**src/rtl/iox_pkg.sv**
```systemverilog
package iox_pkg;

    localparam int IOX_DATA_W = 8;
    localparam int IOX_ADDR_W = 12;
    localparam int IOX_SC_W   = 4;

    // Decoded I/O instruction strobes, one bit each
    typedef struct packed {
        logic inp;
        logic out;
        logic ski;
        logic sko;
        logic ion;
        logic iof;
    } io_ops_t;

    // Position inside the interrupt cycle
    typedef enum logic [1:0] {
        STEP_NONE    = 2'd0,
        STEP_CAPTURE = 2'd1,
        STEP_STORE   = 2'd2,
        STEP_RESUME  = 2'd3
    } irq_step_e;

    function automatic irq_step_e iox_step(input logic pend,
                                           input logic at_t0,
                                           input logic at_t1,
                                           input logic at_t2);
        irq_step_e s;
        s = STEP_NONE;
        if (pend) begin
            if (at_t0)      s = STEP_CAPTURE;
            else if (at_t1) s = STEP_STORE;
            else if (at_t2) s = STEP_RESUME;
        end
        return s;
    endfunction

endpackage

```
**src/rtl/iox_in_port.sv**
```systemverilog
module iox_in_port #(
    parameter int DATA_W = 8
) (
    input  logic              clk,
    input  logic              rst,
    input  logic              dev_valid,
    input  logic [DATA_W-1:0] dev_data,
    input  logic              take,
    output logic              full,
    output logic [DATA_W-1:0] data_q
);
    always_ff @(posedge clk) begin
        if (rst) begin
            full   <= 1'b0;
            data_q <= '0;
        end else begin
            if (take) begin
                full <= 1'b0;
            end else if (dev_valid && !full) begin
                full   <= 1'b1;
                data_q <= dev_data;
            end
        end
    end

    // a held byte is never overwritten
    assert_hold_R2: assert property (@(posedge clk) disable iff (rst)
        (full && !take) |=> (full && $stable(data_q)));

    // the input strobe empties the register
    assert_take_R3: assert property (@(posedge clk) disable iff (rst)
        take |=> !full);
endmodule

```
**src/rtl/iox_out_port.sv**
```systemverilog
module iox_out_port #(
    parameter int DATA_W = 8
) (
    input  logic              clk,
    input  logic              rst,
    input  logic              load,
    input  logic [DATA_W-1:0] ac_lo,
    input  logic              dev_ready,
    output logic              rdy,
    output logic [DATA_W-1:0] data_q
);
    always_ff @(posedge clk) begin
        if (rst) begin
            rdy    <= 1'b1;
            data_q <= '0;
        end else begin
            if (load) begin
                rdy    <= 1'b0;
                data_q <= ac_lo;
            end else if (!rdy && dev_ready) begin
                rdy <= 1'b1;
            end
        end
    end

    // the output strobe captures the accumulator byte
    assert_load_R4: assert property (@(posedge clk) disable iff (rst)
        load |=> (!rdy && data_q == $past(ac_lo)));

    // device acceptance frees the output register
    assert_accept_R5: assert property (@(posedge clk) disable iff (rst)
        (!rdy && dev_ready && !load) |=> rdy);
endmodule

```
**src/rtl/iox_irq_seq.sv**
```systemverilog
module iox_irq_seq
    import iox_pkg::*;
#(
    parameter int ADDR_W   = 12,
    parameter int SC_W     = 4,
    parameter int SAVE_LOC = 0
) (
    input  logic              clk,
    input  logic              rst,
    input  logic [SC_W-1:0]   t_state,
    input  logic              ion,
    input  logic              iof,
    input  logic              flag_any,
    input  logic [ADDR_W-1:0] pc_cur,
    output logic              int_cycle,
    output logic              save_we,
    output logic [ADDR_W-1:0] save_addr,
    output logic [ADDR_W-1:0] save_data,
    output logic              pc_load,
    output logic [ADDR_W-1:0] pc_load_val,
    output logic              seq_clr
);
    localparam logic [ADDR_W-1:0] SAVE_A   = ADDR_W'(SAVE_LOC);
    localparam logic [ADDR_W-1:0] RESUME_A = ADDR_W'(SAVE_LOC + 1);

    logic              en_q;
    logic              pend_q;
    logic [ADDR_W-1:0] ret_q;
    logic              at_t0, at_t1, at_t2, between;
    irq_step_e         step;

    assign at_t0   = (t_state == SC_W'(0));
    assign at_t1   = (t_state == SC_W'(1));
    assign at_t2   = (t_state == SC_W'(2));
    assign between = !(at_t0 || at_t1 || at_t2);
    assign step    = iox_step(pend_q, at_t0, at_t1, at_t2);

    always_ff @(posedge clk) begin
        if (rst) begin
            en_q   <= 1'b0;
            pend_q <= 1'b0;
            ret_q  <= '0;
        end else begin
            if (ion) en_q <= 1'b1;
            if (iof) en_q <= 1'b0;
            if (step == STEP_CAPTURE) ret_q <= pc_cur;
            if (step == STEP_RESUME) begin
                en_q   <= 1'b0;
                pend_q <= 1'b0;
            end else if (between && en_q && flag_any) begin
                pend_q <= 1'b1;
            end
        end
    end

    always_comb begin
        int_cycle   = pend_q;
        save_we     = (step == STEP_STORE);
        save_addr   = SAVE_A;
        save_data   = ret_q;
        pc_load     = (step == STEP_STORE) || (step == STEP_RESUME);
        pc_load_val = (step == STEP_RESUME) ? RESUME_A : SAVE_A;
        seq_clr     = (step == STEP_RESUME);
    end

    // a request appears only between instructions with interrupts on
    assert_req_window_R8: assert property (@(posedge clk) disable iff (rst)
        $rose(pend_q) |-> ($past(en_q) && $past(t_state) > SC_W'(2)));

    // the last step leaves interrupts off and the cycle finished
    assert_exit_R10: assert property (@(posedge clk) disable iff (rst)
        (pend_q && at_t2) |=> (!pend_q && !en_q));

    // enable strobes act on the enable bit
    assert_ion_R7: assert property (@(posedge clk) disable iff (rst)
        (ion && !iof && step != STEP_RESUME) |=> en_q);
    assert_iof_R7: assert property (@(posedge clk) disable iff (rst)
        iof |=> !en_q);
endmodule

```
**src/rtl/iox_ctrl.sv**
```systemverilog
module iox_ctrl
    import iox_pkg::*;
#(
    parameter int DATA_W   = IOX_DATA_W,
    parameter int ADDR_W   = IOX_ADDR_W,
    parameter int SC_W     = IOX_SC_W,
    parameter int SAVE_LOC = 0
) (
    input  logic              clk,
    input  logic              rst,
    input  logic [SC_W-1:0]   t_state,
    input  logic              op_inp,
    input  logic              op_out,
    input  logic              op_ski,
    input  logic              op_sko,
    input  logic              op_ion,
    input  logic              op_iof,
    input  logic [DATA_W-1:0] ac_lo,
    input  logic [ADDR_W-1:0] pc_cur,
    output logic              skip_req,
    output logic [DATA_W-1:0] in_byte,
    output logic              int_cycle,
    output logic              save_we,
    output logic [ADDR_W-1:0] save_addr,
    output logic [ADDR_W-1:0] save_data,
    output logic              pc_load,
    output logic [ADDR_W-1:0] pc_load_val,
    output logic              seq_clr,
    input  logic              dev_in_valid,
    input  logic [DATA_W-1:0] dev_in_data,
    output logic              dev_in_ready,
    output logic              dev_out_valid,
    output logic [DATA_W-1:0] dev_out_data,
    input  logic              dev_out_ready
);
    io_ops_t ops;
    logic    in_full;
    logic    out_rdy;

    assign ops = '{inp: op_inp, out: op_out, ski: op_ski,
                   sko: op_sko, ion: op_ion, iof: op_iof};

    iox_in_port #(.DATA_W(DATA_W)) in_port_i (
        .clk      (clk),
        .rst      (rst),
        .dev_valid(dev_in_valid),
        .dev_data (dev_in_data),
        .take     (ops.inp),
        .full     (in_full),
        .data_q   (in_byte)
    );

    iox_out_port #(.DATA_W(DATA_W)) out_port_i (
        .clk      (clk),
        .rst      (rst),
        .load     (ops.out),
        .ac_lo    (ac_lo),
        .dev_ready(dev_out_ready),
        .rdy      (out_rdy),
        .data_q   (dev_out_data)
    );

    iox_irq_seq #(.ADDR_W(ADDR_W), .SC_W(SC_W), .SAVE_LOC(SAVE_LOC)) irq_i (
        .clk        (clk),
        .rst        (rst),
        .t_state    (t_state),
        .ion        (ops.ion),
        .iof        (ops.iof),
        .flag_any   (in_full || out_rdy),
        .pc_cur     (pc_cur),
        .int_cycle  (int_cycle),
        .save_we    (save_we),
        .save_addr  (save_addr),
        .save_data  (save_data),
        .pc_load    (pc_load),
        .pc_load_val(pc_load_val),
        .seq_clr    (seq_clr)
    );

    assign dev_in_ready  = !in_full;
    assign dev_out_valid = !out_rdy;
    assign skip_req      = (ops.ski && in_full) || (ops.sko && out_rdy);

    // a skip is only ever requested by a test strobe
    assert_skip_src_R6: assert property (@(posedge clk) disable iff (rst)
        skip_req |-> (op_ski || op_sko));

    // the return-address write happens only inside an interrupt cycle
    assert_save_R9: assert property (@(posedge clk) disable iff (rst)
        save_we |-> (int_cycle && pc_load && !seq_clr));
endmodule

```
**config.mk**
```make
export PLATFORM = sky130hd
export DESIGN_NAME = iox_ctrl
export DESIGN_NICKNAME = d
export VERILOG_FILES = /design/src/rtl/iox_pkg.sv /design/src/rtl/iox_in_port.sv /design/src/rtl/iox_out_port.sv /design/src/rtl/iox_irq_seq.sv /design/src/rtl/iox_ctrl.sv
export SDC_FILE = /design/constraint.sdc
export NUM_CORES = 1
export LEC_CHECK = 0
export BUFFER_PORTS_ARGS = -buffer_cell sky130_fd_sc_hd__buf_2
export CORE_AREA = 2 2 64 66
export CTS_CLUSTER_SIZE = 16
export DETAILED_ROUTE_END_ITERATION = 7
export DIE_AREA = 0 0 66 68
export PLACE_DENSITY = 0.78
export SLEW_MARGIN = 20
export SYNTH_ARGS = -nofsm -noshare
export SYNTH_HDL_FRONTEND = slang
export SYNTH_SLANG_ARGS = --single-unit
export TNS_END_PERCENT = 10
```
**constraint.sdc**
```tcl
create_clock -name clk -period 1.6 [get_ports clk]
set_clock_uncertainty 0.15 [all_clocks]
set_input_delay 0.32 -clock clk [delete_from_list [all_inputs] [get_ports clk]]
set_output_delay 0.32 -clock clk [all_outputs]
set_load 0.02 [all_outputs]
```
Word-level counts from Yosys, hierarchy flattened:

Index checks and enable logic that the tools add are counted.

* bits of input ports: 42
* register bits after elaboration: 32
* word-level logic and storage cells: 40
* output and inout port bits: 59

* muxes and demuxes: 7
* bitwise operators: 1
* equal/unequal tests: 5
* reductions and logical operators: 20

Operators with widths (number)
* 2-to-1 mux 2 bit: 4
* logical AND 1 bit: 6
* logical OR 1 bit: 5
* == test 2 bit (second input constant): 2
* == test 4 x 1 -> 1 bit (second input constant): 1
* == test 4 x 2 -> 1 bit (second input constant): 1
* logical NOT 4 bit: 1
* OR reduction 2 bit: 2
* logical NOT 1 bit: 3
* 2-to-1 mux 1 bit: 3
* OR reduction 3 bit: 1
* == test 2 x 1 -> 1 bit (second input constant): 1
* AND reduction 2 bit: 1
* nonzero test 2 bit: 1
* NOT 1 bit: 1

Depth between registers and ports, before layout:

Gate-level depths: netlist (run 1).

* word-level depth: 7
* depth in mapped cells: 4
* depth with buffers taken out: 3

Modules after synthesis:

Synthesis (run 1) repeated with hierarchy kept, for this count alone.

* cells, all modules: 161
* area, all modules: 1592.8 um2

By module, submodules not included
* iox_irq_seq: seq. area each 280.3 um2, cells each 90, area an instance 854.6 um2, times used 1
* iox_in_port: seq. area each 180.2 um2, cells each 38, area an instance 397.9 um2, times used 1
* iox_out_port: seq. area each 180.2 um2, cells each 29, area an instance 317.8 um2, times used 1
* iox_ctrl: seq. area each 0.0 um2, cells each 4, area an instance 22.5 um2, times used 1

Worst setup path after synthesis (run 1):

Ideal clock, no wire load.

* path kind: register -> output
* start: register irq_i.pend_q, in the netlist irq_i.int_cycle
* end: output pc_load_val[0]
* buffers on the path: 1
* stages on the path, launching flop included: 4
* arrival: 1510 ps
* required time: 1130 ps
* path slack: -380 ps
* cell sequence: dfxtp_1 > or3b_4 > nor2_1 > buf_4

* longest elaborated chain between the ends: 3

Ends and longest elaborated chain
* start, declared: line iox_irq_seq.sv:27 `logic pend_q;`
* start signal, assigned: line iox_irq_seq.sv:41 `pend_q <= 1'b0;`
* start signal, assigned: line iox_irq_seq.sv:49 `pend_q <= 1'b0;`
* start signal, assigned: line iox_irq_seq.sv:51 `pend_q <= 1'b1;`
* 2-to-1 mux 2 bit: line iox_pkg.sv:31 `if (pend) begin`
* == test 2 bit
* net seq_clr: line iox_ctrl.sv:28 `output logic seq_clr,`
* 2-to-1 mux 1 bit: line iox_irq_seq.sv:62 `pc_load_val = (step == STEP_RESUME) ? RESUME_A : SAVE_A;`
* end, declared: line iox_ctrl.sv:27 `output logic [ADDR_W-1:0] pc_load_val,`

The timed path passes the listed nets, and every way through them passes these cells.

Worst setup path after layout (run 1):

* start: register irq_i.pend_q, in the netlist irq_i.int_cycle
* end: output seq_clr

* longest elaborated chain between the ends: 2

Ends and longest elaborated chain
* 2-to-1 mux 2 bit: line iox_pkg.sv:31
* == test 2 bit: line iox_irq_seq.sv:63 `seq_clr = (step == STEP_RESUME);`
* end, declared: line iox_ctrl.sv:28

No other way between the ends.

==> results.py, run 1 <==
metrics = {
    "synthesis": {
        "synth_edf_count": 0,
        "synth_commonest_cells": "dfxtp_1 (32), mux2i_1 (28), nand2b_1 (26), buf_4 (24), nor2_1 (21)",
        "synth_top_family_by_area": "simple AND/OR/NAND/NOR gates",
        "yosys.area_share.adder_pct": 0,
        "syn_area_per_cell_um2": 9.76,
        "ys_ff_latch": 32,
        "post-synth-top-count-cell": "dfxtp_1",
        "yosys.area_share.simple_pct": 19.6,
        "synth_top_area_share_pct": 42.9,
        "ys_types": 20,
        "syn-instance-count": 153,
        "yosys.area.top_type": "dfxtp_1",
        "synth.mux.area_fraction_pct": 18.8,
        "synth_compound_area_share_pct": 2.93,
        "synth_seq_area_share_pct": 42.9,
        "synth_ff_type": "dfxtp_1",
        "synth-xor-area-share_pct": 0,
        "synthArstFlopShare_pct": 0,
        "yosys_warnings": 0,
        "synth.cell_area_um2": 1490,
        "yosys-top-cells-area": "dfxtp_1 (43%), mux2i_1 (19%), buf_4 (12%)",
    },
    "worst_setup_path": {
        "reg2reg_slack_ns": -0.01,
        "critical_path_class": "reg -> out",
        "r2r-end": "irq_i.save_data[7]",
        "r2r_start": "irq_i.int_cycle",
        "r2r_cells": 5,
        "cp-start-kind": "register",
        "endpoint_kind": "output pin",
        "critPathMaxFanout": 4,
        "required_ns": 1.13,
        "critPathArrivalTime_ns": 1.28,
    },
    "placement": {
        "hpwl_um": 2310,
        "dp_cells": 275,
        "gp_congestion": 0.662,
        "io_buffers": 77,
    },
    "worst_hold_path": {
        "min_from": "op_iof",
        "hp-class": "in -> reg",
        "hold_depth": 2,
        "holdPathEnd": "irq_i.en_q",
    },
    "pwr": {
        "power_density_nw_per_um2": 967,
        "p_leak_nw": 1.01,
        "vdd_drop_max_v": 0.000573,
    },
    "global_route": {
        "antenna_found_initial": 0,
        "grt_pass1_wl_um": 4540,
        "gr-usage-met3_pct": 4.44,
        "grt_max_degree": 29,
        "grt_overflow": 0,
        "grt_pass1_vias": 1047,
        "grt_busiest_layer": "met2",
        "use_met2_pct": 24.2,
        "grt_use_met1_pct": 14.4,
        "grt.total_usage_pct": 13.6,
    },
    "clock_network": {
        "worstSkewPairLatency_ns": 0.28,
        "cts-root-buf": "clkbuf_8",
        "cts_buffer_depth": 2,
        "clk_pin_slew_ns": 0.07,
        "cts_hold_buf": 0,
        "cts_tree": "done",
        "h-tree-depth": 2,
        "clock_sinks": 32,
        "cts_made_buffers": 5,
    },
    "layout": {
        "area_delta_synth_final_pct": 35.6,
        "final_layout_size_suffix_gt1_share_pct": 41.5,
        "fin_nets": 277,
        "antennaDiodeCount": 0,
        "final_util_pct": 52.5,
        "final_cells": 286,
    },
    "job": {
        "cap_viol_max_count": 0,
    },
    "floorplan": {
        "coreArea_um2": 3860,
        "fp.dieW_um": 66,
        "start_util_pct": 38.7,
        "num_rows": 23,
        "die_y_um": 68,
        "ios": 101,
        "die-area_um2": 4490,
    },
    "timing": {
        "drv_slew": 0,
        "fin_crit_sh_pct": 109,
        "rsz0062_at_grt": "yes",
        "finalSetupViolations": 10,
        "hold-worst-slack_ns": 0.0473,
        "timing.fmax_mhz": 572,
        "hold_viol_final": 0,
        "min_period_ns": 1.75,
        "setup_slack_ns": -0.148,
    },
    "status": {
        "outcome": "finished with violations",
        "violations": "negative setup slack",
    },
    "detailed_routing": {
        "vias": 1222,
        "drc": 0,
        "ant_nets": 0,
        "vias_per_cell": 4.27,
        "wl_per_cell_um": 10.9,
        "first_pass_iters": 4,
        "drt-total-wl_um": 3110,
        "drt_iter0_drc": 33,
    },
}
power by group:
part | switching (mW) | internal, mW | total [mW]
Clock | 0.294 | 0.549 | 0.843
Combinational | 0.165 | 0.112 | 0.276
Sequential | 0.0149 | 0.825 | 0.840
cell type report:
cell class	instances	area, um^2
sequential	32	642
clock buffer	7	96.3
inverter	2	7.51
timing repair buffer	84	473
multi-input combinational	110	714
clock inverter	1	30.0
fill	389	1830
tap	50	62.6
stage by stage:
stage | setup WS, ns | power (mW) | setup TNS, ns | instance area, um^2
after floorplan | -0.0418 | 1.07 | -0.0430 | 1590
after global placement | 0.000663 | 1.13 | 0 | 1870
after detailed placement | -0.0306 | 1.13 | -0.313 | 1870
after CTS | -0.159 | 1.98 | -0.749 | 2020
after global routing | -0.190 | 2.05 | -1.30 | 2030
final | -0.148 | 1.96 | -0.585 | 2030
how the worst max path moves through the flow:
| stage | startpoint | endpoint | slack [ns] | depth (start not counted) |
|---|---|---|---|---|
| floorplan | irq_i.int_cycle | pc_load_val[0] | -0.04 | 3 |
| global placement | t_state[3] | irq_i.save_data[6] | 0.0007 | 5 |
| detailed placement | t_state[3] | irq_i.save_data[10] | -0.03 | 5 |
| CTS | irq_i.int_cycle | pc_load | -0.16 | 3 |
| global route | irq_i.int_cycle | pc_load | -0.19 | 3 |
| finish | irq_i.int_cycle | seq_clr | -0.15 | 3 |
routing by layer:
metal  up-vias  share of wire [%]  wire (um)
met4         0                1.8         55
met5         -                  0          0
met2        53                 53       1640
met1       552                 39       1210
met3         6                6.6        205
li1        611                  -          -
worst max-delay path, stage by stage (launching register included):
cell and delay [ns]:
dfxtp_2 0.32, or3b_4 0.41, nor2_4 0.12, buf_4 0.15
logic make-up (layout without fill, tap and decap cells):
family	count (synthesis)	in the layout
multiplexers	28	28
other	1	23
AND/OR/NAND/NOR	53	53
AO/OA/AOI/OAI	6	6
buffers and inverters	33	94
flip-flops	32	32
state kept, by name (all words and copies together) (netlist names):
register           count
in_port_i.full         1
in_port_i.data_q       8
out_port_i.data_q      8
out_port_i.rdy         1
irq_i.int_cycle        1
irq_i.save_data       12
irq_i.en_q             1
repair_timing:
| item | in CTS | in global routing |
|---|---|---|
| buffers inserted | 2 | 1 |
| endpoints found under the setup margin | 4 | 16 |
| gates resized for setup | 4 | 0 |
| pin swaps | 0 | 1 |
cells in the final DEF, fill, tap and decap left out:
master,Yosys,final
nor4_1,1,1
conb_1,1,23
nor2_4,0,1
dfxtp_2,0,1
bufinv_16,0,1
buf_12,1,2
o21bai_1,1,1
a211o_2,1,1
inv_1,2,2
nor3b_1,1,1
dfxtp_1,32,31
nor3_4,1,1
nor2_1,21,20
nor3_1,2,2
or3b_4,1,1
o21a_1,1,1
a21oi_1,2,1
nand2b_1,26,26
buf_4,24,9
mux2i_1,28,28
a22o_1,1,1
buf_2,2,73
a21oi_2,0,1
clkbuf_8,0,7
No activity file was read; power rests on OpenSTA's default activity.
==> run 2, diff against run 1 <==
CORE_AREA = 2 2 65 67   (was 2 2 64 66)
DIE_AREA = 0 0 67 69   (was 0 0 66 68)
MAX_ROUTING_LAYER = met4   (was unset)
SKIP_LAST_GASP = 1   (was unset)
SYNTH_HIERARCHICAL = 1   (was unset)
==> results.py, run 2 <==
metrics = {
    "layout": {
        "final_common_cell": "buf_2",
        "final_cells": 295,
        "fillCellCount": 378,
        "multi_input_area_um2": 803,
        "area_delta_synth_final_pct": 30.0,
        "antennaDiodeCount": 0,
        "fin_nets": 286,
        "final_layout_size_suffix_gt1_share_pct": 40.0,
        "ff_latch_area_um2": 644,
        "mostFrequentLayoutCells": "buf_2 (75), nand2b_1 (40), dfxtp_1 (31)",
        "largest_reg_flops": 12,
    },
    "worst_setup_path": {
        "r2r_start": "irq_i/int_cycle",
        "reg2reg_slack_ns": 0.07,
        "r2r-end": "irq_i/save_data[8]",
        "r2r_cells": 4,
        "startpoint": "irq_i/int_cycle",
        "cp-endpoint": "seq_clr",
        "required_ns": 1.13,
        "critical_path_class": "reg -> out",
        "critPathArrivalTime_ns": 1.44,
        "endpoint_kind": "output pin",
        "critPathMaxFanout": 4,
        "cp-start-kind": "register",
    },
    "placement": {
        "hpwl_um": 2430,
        "gp_congestion": 0.739,
        "dp_cells": 287,
        "io_buffers": 77,
    },
    "global_route": {
        "grt_max_degree": 25,
        "grt_pass1_vias": 1166,
        "grt_overflow": 0,
        "antenna_found_initial": 0,
        "grt_pass1_wl_um": 5090,
        "grt.total_usage_pct": 14.5,
    },
    "detailed_routing": {
        "vias_per_cell": 4.30,
        "vias": 1268,
        "wl_per_cell_um": 10.8,
        "drt-total-wl_um": 3180,
        "ant_nets": 0,
        "first_pass_iters": 4,
        "drc": 0,
        "drt_iter0_drc": 21,
    },
    "pwr": {
        "p_leak_nw": 1.02,
        "power_density_nw_per_um2": 845,
        "vdd_drop_max_v": 0.000523,
    },
    "synthesis": {
        "synth_top_area_share_pct": 40.2,
        "synth_seq_area_share_pct": 40.2,
        "synth_edf_count": 0,
        "synthArstFlopShare_pct": 0,
        "yosys_warnings": 6,
        "ys_types": 24,
        "synth_ff_type": "dfxtp_1",
        "syn-instance-count": 161,
        "yosys.area.top_type": "dfxtp_1",
        "post-synth-top-count-cell": "nand2b_1",
        "syn_area_per_cell_um2": 9.89,
        "synth.cell_area_um2": 1590,
        "synth_commonest_cells": "nand2b_1 (40), dfxtp_1 (32), mux2i_1 (28), buf_4 (24), nor2_1 (12)",
        "yosys-top-cells-area": "dfxtp_1 (40%), mux2i_1 (18%), nand2b_1 (16%)",
        "ys_ff_latch": 32,
    },
    "clock_network": {
        "cts_tree": "done",
        "post_cts_buffers": 0,
        "h-tree-depth": 2,
        "clock_sinks": 32,
        "cts_hold_buf": 0,
        "post_cts_resize_count": 2,
        "cts-root-buf": "clkbuf_8",
        "cts_made_buffers": 5,
        "cts_buffer_depth": 2,
        "worstSkewPairLatency_ns": 0.27,
        "clk_pin_slew_ns": 0.06,
    },
    "floorplan": {
        "die_y_um": 69,
        "die-area_um2": 4620,
        "coreArea_um2": 3910,
        "num_rows": 23,
        "fp.dieW_um": 67,
        "ios": 101,
        "start_util_pct": 40.7,
    },
    "status": {
        "outcome": "finished with violations",
        "violations": "negative setup slack",
    },
    "timing": {
        "finalSetupViolations": 4,
        "drv_slew": 0,
        "setup_slack_ns": -0.307,
        "timing.fmax_mhz": 524,
        "fin_crit_sh_pct": 119,
        "rsz0062_at_grt": "yes",
        "hold-worst-slack_ns": 0.0494,
        "hold_viol_final": 0,
        "min_period_ns": 1.91,
    },
    "worst_hold_path": {
        "hp-class": "in -> reg",
    },
    "job": {
        "cap_viol_max_count": 0,
    },
}
## run 2: cell count changes after synthesis, moves of 2 or more
cell and delta:
a21oi_1 -2, nor2_1 -9, buf_6 +2, clkbuf_1 -2, nand2b_1 +14
## run 2: cell type report
type                       count  area share, %
clock buffer                   8           4.35
sequential                    32           31.1
tap                           50           3.02
multi-input combinational    118           38.8
inverter                       2          0.363
timing repair buffer          85           22.4
## run 2: per-stage QoR
step           worst slack, ns  area (um^2)  TNS (ns)  total power, mW  utilization (%)
3_5_place_dp            -0.150         1980    -0.855             1.14             50.5
2_1_floorplan           -0.173         1700    -0.180             1.08                -
6_report                -0.307         2070     -1.02             1.75             52.9
5_1_grt                 -0.375         2070     -1.28             1.84             52.9
4_1_cts                 -0.320         2070     -1.09             1.78             52.9
3_3_place_gp            -0.117         1980    -0.299             1.14             50.5
## run 2: how the worst min path moves through the flow
stage                              startpoint                   to  slack, ns  cells past startpoint
after floorplan                        op_iof           irq_i/en_q       0.25                      1
after global placement     irq_i/save_data[4]   irq_i/save_data[4]       0.31                      2
after detailed placement  irq_i/save_data[10]  irq_i/save_data[10]       0.31                      2
after CTS                              op_iof           irq_i/en_q       0.04                      2
after global routing                   op_iof           irq_i/en_q       0.04                      2
final                                  op_iof           irq_i/en_q       0.05                      2
## run 2: worst max-delay path: stages (launching register included)
cell and delay [ns]:
dfxtp_4 0.34, or3b_4 0.42, nor3b_4 0.23, buf_4 0.18
## run 2: cells by family after synthesis
logic type	after synthesis	share of synthesized area, %
muxes	28	17.6
buffers and inverters	33	15.6
AOI/OAI and AO/OA	3	1.41
xor gates and xnor gates	1	0.550
and+or+nand+nor	63	24.4
DFF	32	40.2
other	1	0.235
## run 2: routing by layer
| metal | track usage, % | vias to the layer above | wire, um |
|---|---|---|---|
| met5 | - | - | 0 |
| met4 | 5.44 | 0 | 15 |
| met3 | 5.06 | 2 | 284 |
| met2 | 22.3 | 58 | 1520 |
| met1 | 17.2 | 569 | 1360 |
| li1 | - | 639 | - |
## run 2: power breakdown
part,switching [mW],total (mW),leakage [nW],internal [mW]
combinational,0.167,0.286,0.712,0.119
sequential,0.0160,0.841,0.262,0.825
clock,0.271,0.622,0.0455,0.350
